[config.mk]
export PLATFORM = sky130hd
export DESIGN_NAME = sc_char_rx
export DESIGN_NICKNAME = d
export VERILOG_FILES = /design/src/rtl/sc_rx_pkg.sv /design/src/rtl/sc_rx_sync.sv /design/src/rtl/sc_rx_sampler.sv /design/src/rtl/sc_rx_flags.sv /design/src/rtl/sc_char_rx.sv
export SDC_FILE = /design/constraint.sdc
export NUM_CORES = 1
export LEC_CHECK = 0
export CORE_MARGIN = 4
export CORE_UTILIZATION = 35
export DETAILED_ROUTE_END_ITERATION = 10
export PLACE_DENSITY_LB_ADDON = 0.12
export RECOVER_POWER = 25
export SYNTH_ARGS = -nofsm -noshare
export SYNTH_HDL_FRONTEND = slang
export SYNTH_SLANG_ARGS = --single-unit
[constraint.sdc]
create_clock -name clk -period 2.31 [get_ports clk]
set_clock_uncertainty 0.2 [all_clocks]
set_input_delay 0.231 -clock clk [delete_from_list [all_inputs] [get_ports clk]]
set_output_delay 0.231 -clock clk [all_outputs]
set_load 0.02 [all_outputs]
[src/rtl/sc_rx_pkg.sv]
package sc_rx_pkg;

    localparam int DATA_BITS = 8;

    typedef enum logic [2:0] {
        ST_IDLE,
        ST_START,
        ST_DATA,
        ST_PARITY,
        ST_GUARD,
        ST_ERRSIG,
        ST_RECOVER
    } rx_state_e;

    typedef struct packed {
        logic [DATA_BITS-1:0] data;
        logic                 perr;
    } rx_char_t;

    typedef struct packed {
        logic ovr;
        logic perr;
        logic full;
    } rx_flags_t;

    // Even parity: error when data bits plus parity bit hold an odd number of ones.
    function automatic logic parity_bad(input logic [DATA_BITS-1:0] d, input logic p);
        return (^d) ^ p;
    endfunction

endpackage

[src/rtl/sc_rx_sync.sv]
module sc_rx_sync #(
    parameter int STAGES = 2
) (
    input  logic clk,
    input  logic rst,
    input  logic d,
    output logic q
);
    logic [STAGES-1:0] chain;

    genvar i;
    generate
        for (i = 0; i < STAGES; i++) begin : g_stage
            if (i == 0) begin : g_first
                always_ff @(posedge clk) begin
                    if (rst) chain[0] <= 1'b1;
                    else     chain[0] <= d;
                end
            end else begin : g_next
                always_ff @(posedge clk) begin
                    if (rst) chain[i] <= 1'b1;
                    else     chain[i] <= chain[i-1];
                end
            end
        end
    endgenerate

    assign q = chain[STAGES-1];
endmodule

[src/rtl/sc_rx_sampler.sv]
module sc_rx_sampler
    import sc_rx_pkg::*;
#(
    parameter int ETU_CYCLES = 16
) (
    input  logic     clk,
    input  logic     rst,
    input  logic     line_s,
    output logic     done,
    output rx_char_t result,
    output logic     drive_low
);
    localparam int CW   = $clog2(ETU_CYCLES);
    localparam int HALF = ETU_CYCLES / 2;

    rx_state_e            state;
    logic [CW-1:0]        cnt;
    logic [2:0]           bit_idx;
    logic [DATA_BITS-1:0] shreg;
    logic                 err_q;
    logic                 etu_end;

    assign etu_end = (cnt == CW'(ETU_CYCLES - 1));

    always_ff @(posedge clk) begin
        if (rst) begin
            state   <= ST_IDLE;
            cnt     <= '0;
            bit_idx <= '0;
            shreg   <= '0;
            err_q   <= 1'b0;
            done    <= 1'b0;
            result  <= '0;
        end else begin
            done <= 1'b0;
            cnt  <= cnt + 1'b1;
            unique case (state)
                ST_IDLE: begin
                    cnt <= '0;
                    if (!line_s) state <= ST_START;
                end
                ST_START: begin
                    if (cnt == CW'(HALF - 1)) begin
                        cnt     <= '0;
                        bit_idx <= '0;
                        state   <= line_s ? ST_IDLE : ST_DATA;
                    end
                end
                ST_DATA: begin
                    if (etu_end) begin
                        cnt   <= '0;
                        shreg <= {line_s, shreg[DATA_BITS-1:1]};
                        if (bit_idx == 3'd7) state <= ST_PARITY;
                        else                 bit_idx <= bit_idx + 1'b1;
                    end
                end
                ST_PARITY: begin
                    if (etu_end) begin
                        cnt         <= '0;
                        err_q       <= parity_bad(shreg, line_s);
                        result.data <= shreg;
                        result.perr <= parity_bad(shreg, line_s);
                        done        <= 1'b1;
                        state       <= ST_GUARD;
                    end
                end
                ST_GUARD: begin
                    if (etu_end) begin
                        cnt   <= '0;
                        state <= err_q ? ST_ERRSIG : ST_IDLE;
                    end
                end
                ST_ERRSIG: begin
                    if (etu_end) begin
                        cnt   <= '0;
                        state <= ST_RECOVER;
                    end
                end
                ST_RECOVER: begin
                    if (etu_end) begin
                        cnt   <= '0;
                        state <= ST_IDLE;
                    end
                end
                default: state <= ST_IDLE;
            endcase
        end
    end

    assign drive_low = (state == ST_ERRSIG);

    AST_ERRSIG_AFTER_GUARD: assert property (@(posedge clk) disable iff (rst)
        $rose(drive_low) |-> ($past(state) == ST_GUARD && err_q)) else $error("errsig");
    AST_DONE_ONE_CYCLE: assert property (@(posedge clk) disable iff (rst)
        done |=> !done) else $error("done");
endmodule

[src/rtl/sc_rx_flags.sv]
module sc_rx_flags
    import sc_rx_pkg::*;
#(
    parameter int CNT_W = 8
) (
    input  logic                 clk,
    input  logic                 rst,
    input  logic                 done,
    input  rx_char_t             result,
    input  logic                 flag_wr,
    input  logic [2:0]           flag_wdata,
    input  logic                 xfer_ack,
    input  logic                 xfer_disable,
    input  logic [CNT_W-1:0]     xfer_count,
    output logic [DATA_BITS-1:0] data_q,
    output rx_flags_t            flags
);
    logic auto_clr;
    assign auto_clr = xfer_ack && !xfer_disable && (xfer_count != '0);

    always_ff @(posedge clk) begin
        if (rst) begin
            data_q <= '0;
            flags  <= '0;
        end else begin
            if (flag_wr) begin
                if (!flag_wdata[0]) flags.full <= 1'b0;
                if (!flag_wdata[1]) flags.perr <= 1'b0;
                if (!flag_wdata[2]) flags.ovr  <= 1'b0;
            end
            if (auto_clr) flags.full <= 1'b0;
            if (done) begin
                if (flags.full) begin
                    flags.ovr  <= 1'b1;
                    flags.full <= 1'b1;
                end else begin
                    data_q <= result.data;
                    if (result.perr) flags.perr <= 1'b1;
                    else             flags.full <= 1'b1;
                end
            end
        end
    end

    AST_GOOD_SETS_FULL: assert property (@(posedge clk) disable iff (rst)
        (done && !result.perr && !flags.full) |=> (flags.full && data_q == $past(result.data))) else $error("good");
    AST_PERR_BLOCKS_FULL: assert property (@(posedge clk) disable iff (rst)
        (done && result.perr && !flags.full) |=> (!flags.full && flags.perr && data_q == $past(result.data))) else $error("perr");
    AST_OVERRUN_HOLDS: assert property (@(posedge clk) disable iff (rst)
        (done && flags.full) |=> (flags.ovr && $stable(data_q))) else $error("ovr");
    AST_ACK_KEEPS_FULL: assert property (@(posedge clk) disable iff (rst)
        (xfer_ack && (xfer_disable || xfer_count == '0) && flags.full && !(flag_wr && !flag_wdata[0]))
        |=> flags.full) else $error("ack keep");
    AST_ACK_CLEARS_FULL: assert property (@(posedge clk) disable iff (rst)
        (xfer_ack && !xfer_disable && xfer_count != '0 && !done) |=> !flags.full) else $error("ack clr");
endmodule

[src/rtl/sc_char_rx.sv]
module sc_char_rx
    import sc_rx_pkg::*;
#(
    parameter int ETU_CYCLES  = 16,
    parameter int SYNC_STAGES = 2,
    parameter int CNT_W       = 8
) (
    input  logic             clk,
    input  logic             rst,
    input  logic             line_in,
    output logic             line_drive_low,
    input  logic             irq_en,
    input  logic             flag_wr,
    input  logic [2:0]       flag_wdata,
    input  logic             xfer_ack,
    input  logic             xfer_disable,
    input  logic [CNT_W-1:0] xfer_count,
    output logic [7:0]       rx_data,
    output logic             rx_full,
    output logic             par_err,
    output logic             ovr_err,
    output logic             rx_irq,
    output logic             err_irq,
    output logic             xfer_req
);
    logic      line_s;
    logic      done;
    rx_char_t  result;
    rx_flags_t flags;

    sc_rx_sync #(.STAGES(SYNC_STAGES)) u_sync (
        .clk(clk), .rst(rst), .d(line_in), .q(line_s)
    );

    sc_rx_sampler #(.ETU_CYCLES(ETU_CYCLES)) u_sampler (
        .clk(clk), .rst(rst), .line_s(line_s),
        .done(done), .result(result), .drive_low(line_drive_low)
    );

    sc_rx_flags #(.CNT_W(CNT_W)) u_flags (
        .clk(clk), .rst(rst), .done(done), .result(result),
        .flag_wr(flag_wr), .flag_wdata(flag_wdata),
        .xfer_ack(xfer_ack), .xfer_disable(xfer_disable), .xfer_count(xfer_count),
        .data_q(rx_data), .flags(flags)
    );

    assign rx_full  = flags.full;
    assign par_err  = flags.perr;
    assign ovr_err  = flags.ovr;
    assign rx_irq   = irq_en && flags.full;
    assign err_irq  = irq_en && (flags.perr || flags.ovr);
    assign xfer_req = rx_irq && !flags.perr && !flags.ovr;

    AST_REQ_EXCLUSIVE: assert property (@(posedge clk) disable iff (rst)
        xfer_req |-> !err_irq) else $error("req");
endmodule

==> results.md <==
* Worst Path Required at 1.88 ns
* Syn. warnings at 0
* Min Tclk post-route at 2.13 ns
* Largest net degree at the start of global routing at 24
* TritonCTS buffer count at 5
* Core Region at between 4000 and 5000 um^2
* Outcome: completed
* Effective utilization at floorplan at between 30% and 40%
* Detailed Route Iter0 Violations at 80
* Slew Limit Fails at 0
* WP data arrival at 1.70 ns
* Synth area leaders: dfxtp_1, mux2i_1, nor2_1, nand2_1, a21oi_1
* Number of vias per cell at 4.75
* WHS Endpoint: u_sync.q
* Family with the most delay on the worst path: buffers and inverters
* CTS tree: built
* Count leader, synth: dfxtp_1
* Cell taking the most area after synthesis: dfxtp_1
* Overall power at 1.56 mW
* Pleak at roughly 0.83 nW
* Root Buffer: clkbuf_8
* Synth Net Count at 219
* Slew HR at 33.1%
* Asr flop ratio synth at 0%
* Buf/Inv on CP at 1
* Worst VDD drop at 292 uV
* Worst min path class: reg2reg
* First-pass GRT wire length at between 6000 and 7000 um
* Hold_buf cts at 0
* Post-route setup slack at about 0.18 ns
* WHS Path Cells at 1
* Critical-path cell list: and2_1, nor3b_1, clkdlybuf4s50_1
* Worst Max-Slew Pin Slew at ~1 ns
* Number of flops mapped to enable cells by yosys at 0
* Clock Sinks at 41
* R2r startpoint: u_sampler.state[2]
* Vias in the first global route at 1358
* Reg2reg end: u_sampler.shreg[6]
* DRT Pass-1 Iters at 3
* Via count at around 1400
* CTS clk-pin slew, worst paths at 0.07 ns
* RePlAce Congestion at 0.765
* DRC viols at 0
* Hold path startpoint: u_sync.chain[0]
* PostCTS Resize Cnt at 0
* Total track usage at about an eighth
* Capturing element type of the critical path: primary output
* Chip Height at 79.9 um
* Register area share after synthesis at 45.3%
* Synth Register Bits at 41
* Hpwl dp at 2730 um
* N_diodes at 0
* Pre-CTS worst setup slack at 0.211 ns
* Setup-failing EPs final at 0
* Slowest CP cell: clkdlybuf4s50_1
* Post-synth top cells: dfxtp_1, nor2_1, nand2_1, mux2i_1, a21oi_1
* Reg2Reg Depth at 5
* Final #Nets at 253
* Layout area overhead at 27.8%
* Setup bufs post-CTS at 0
* Maximum fanout along the worst path at 6
* Max_cap viols at 0
* H-tree Lvls at 2
* Post-Syn Area per Cell at 9.15 um^2
* Total grt overflow at 0
* Post-Syn Instances at 198
* DIE WIDTH at 79.9 um
* Num rows at 25
* Routed Antenna Nets at 0
* Total wire length at 3760 um
* TNS Setup at 0 ns
* Die ar. at 6390 um^2
* Layout cells sized above 1 at approximately 8.2%
* Clock tree buffer depth at 2
* Top_reg_cell synth: dfxtp_1
* Critical path class: reg2out
* IO Port Bufs at 32
* I/O pins at 33
* Post-synthesis cell type count at 39
* PwrDens at 673 nW/um^2
* WL/cell at ~13 um
* Post-synth top area share at 45.3%
* Worst skew pair latency at 0.29 ns
* Final hold violation count at 0
* Delay of the slowest critical-path stage at 0.63 ns
* RSZ-0062 raised after global routing: no
* Netlist Area Pre-Place at 1810 um^2
* Initial antenna violation count at 0
* Fmax at about 470 MHz
* Crit share post-route at 92.1%
* Reg-to-reg slack, setup at 0.25 ns
* CP startpoint kind: register
[layout by cell type, fill, tap and decap left out, types with 2 or more instances in the layout]
cell type / Yosys / layout
nor2_1: 28 / 28
clkbuf_1: 6 / 2
nand2_1: 24 / 24
buf_4: 1 / 4
nor3b_1: 2 / 2
ha_1: 3 / 3
mux2i_1: 20 / 20
o21ai_0: 3 / 3
xor2_1: 3 / 3
clkbuf_8: 0 / 6
mux2_2: 2 / 2
or2_2: 2 / 2
clkdlybuf4s50_1: 0 / 31
and3_1: 3 / 3
nor4_1: 3 / 3
a31oi_1: 2 / 2
a21oi_1: 15 / 15
nor3_1: 3 / 3
nor2b_1: 3 / 3
xnor2_1: 8 / 8
nand2b_1: 2 / 2
dfxtp_1: 41 / 41
inv_1: 5 / 6
[through the flow]
stage               hold WS [ns]  instances  instance area (um^2)  utilization [%]
floorplan                  0.135        198                  1810                -
global placement           0.195        292                  2200             45.1
detailed placement         0.192        292                  2200             45.1
CTS                        0.210        300                  2320             47.5
global route               0.225        300                  2310             47.4
finish                     0.210        300                  2310             47.4
[how the worst max path moves through the flow]
stage | start | end | slack [ns] | depth (start not counted)
global route | u_flags.flags[0] | xfer_req | 0.03 | 3
detailed placement | irq_en | xfer_req | 0.21 | 4
finish | u_flags.flags[0] | xfer_req | 0.18 | 3
floorplan | u_sampler.cnt[0] | u_sampler.state[2] | 0.52 | 6
CTS | u_flags.flags[0] | xfer_req | 0.15 | 3
global placement | irq_en | xfer_req | 0.24 | 4
[power breakdown]
group	switching, mW	internal, mW	total, mW
Sequential	0.0317	0.725	0.757
Combinational	0.101	0.110	0.211
Clock	0.237	0.352	0.589
Total	0.370	1.19	1.56
[area by class of cell]
cell class / count / area [um^2]
clock buffers: 7 / 86.3
clock inverters: 1 / 30.0
fillers: 508 / 2560
inverters: 6 / 22.5
multi-input cells: 141 / 917
flip-flops and latches: 41 / 821
well taps: 67 / 83.8
repair buffers: 37 / 354
[metal layers]
metal | global-route usage (%) | vias to the layer above | share of wire [%]
met5 | 0 | - | 0
met1 | 17.7 | 650 | 51
met3 | 4.40 | 5 | 7.8
met4 | 5.57 | 0 | 1.6
li1 | - | 737 | -
met2 | 18.5 | 34 | 39
[cell families after synthesis]
group,share of synthesized area [%]
DFF,45.3
adders and majority gates,2.07
buffers and inverters,4.07
AOI/OAI and AO/OA,10.1
xor gates and xnor gates,6.56
and+or+nand+nor,19.6
muxes,12.3
[state kept, by name, summed over array words and instances (netlist names)]
signal	cells
u_sync.q	1
u_sampler.state	3
u_sampler.cnt	4
u_sampler.done	1
u_sampler.bit_idx	3
u_sampler.result	9
u_flags.data_q	8
u_flags.flags	3
u_sync.chain	1
u_sampler.shreg	8
(Power assumes the default switching activity.)
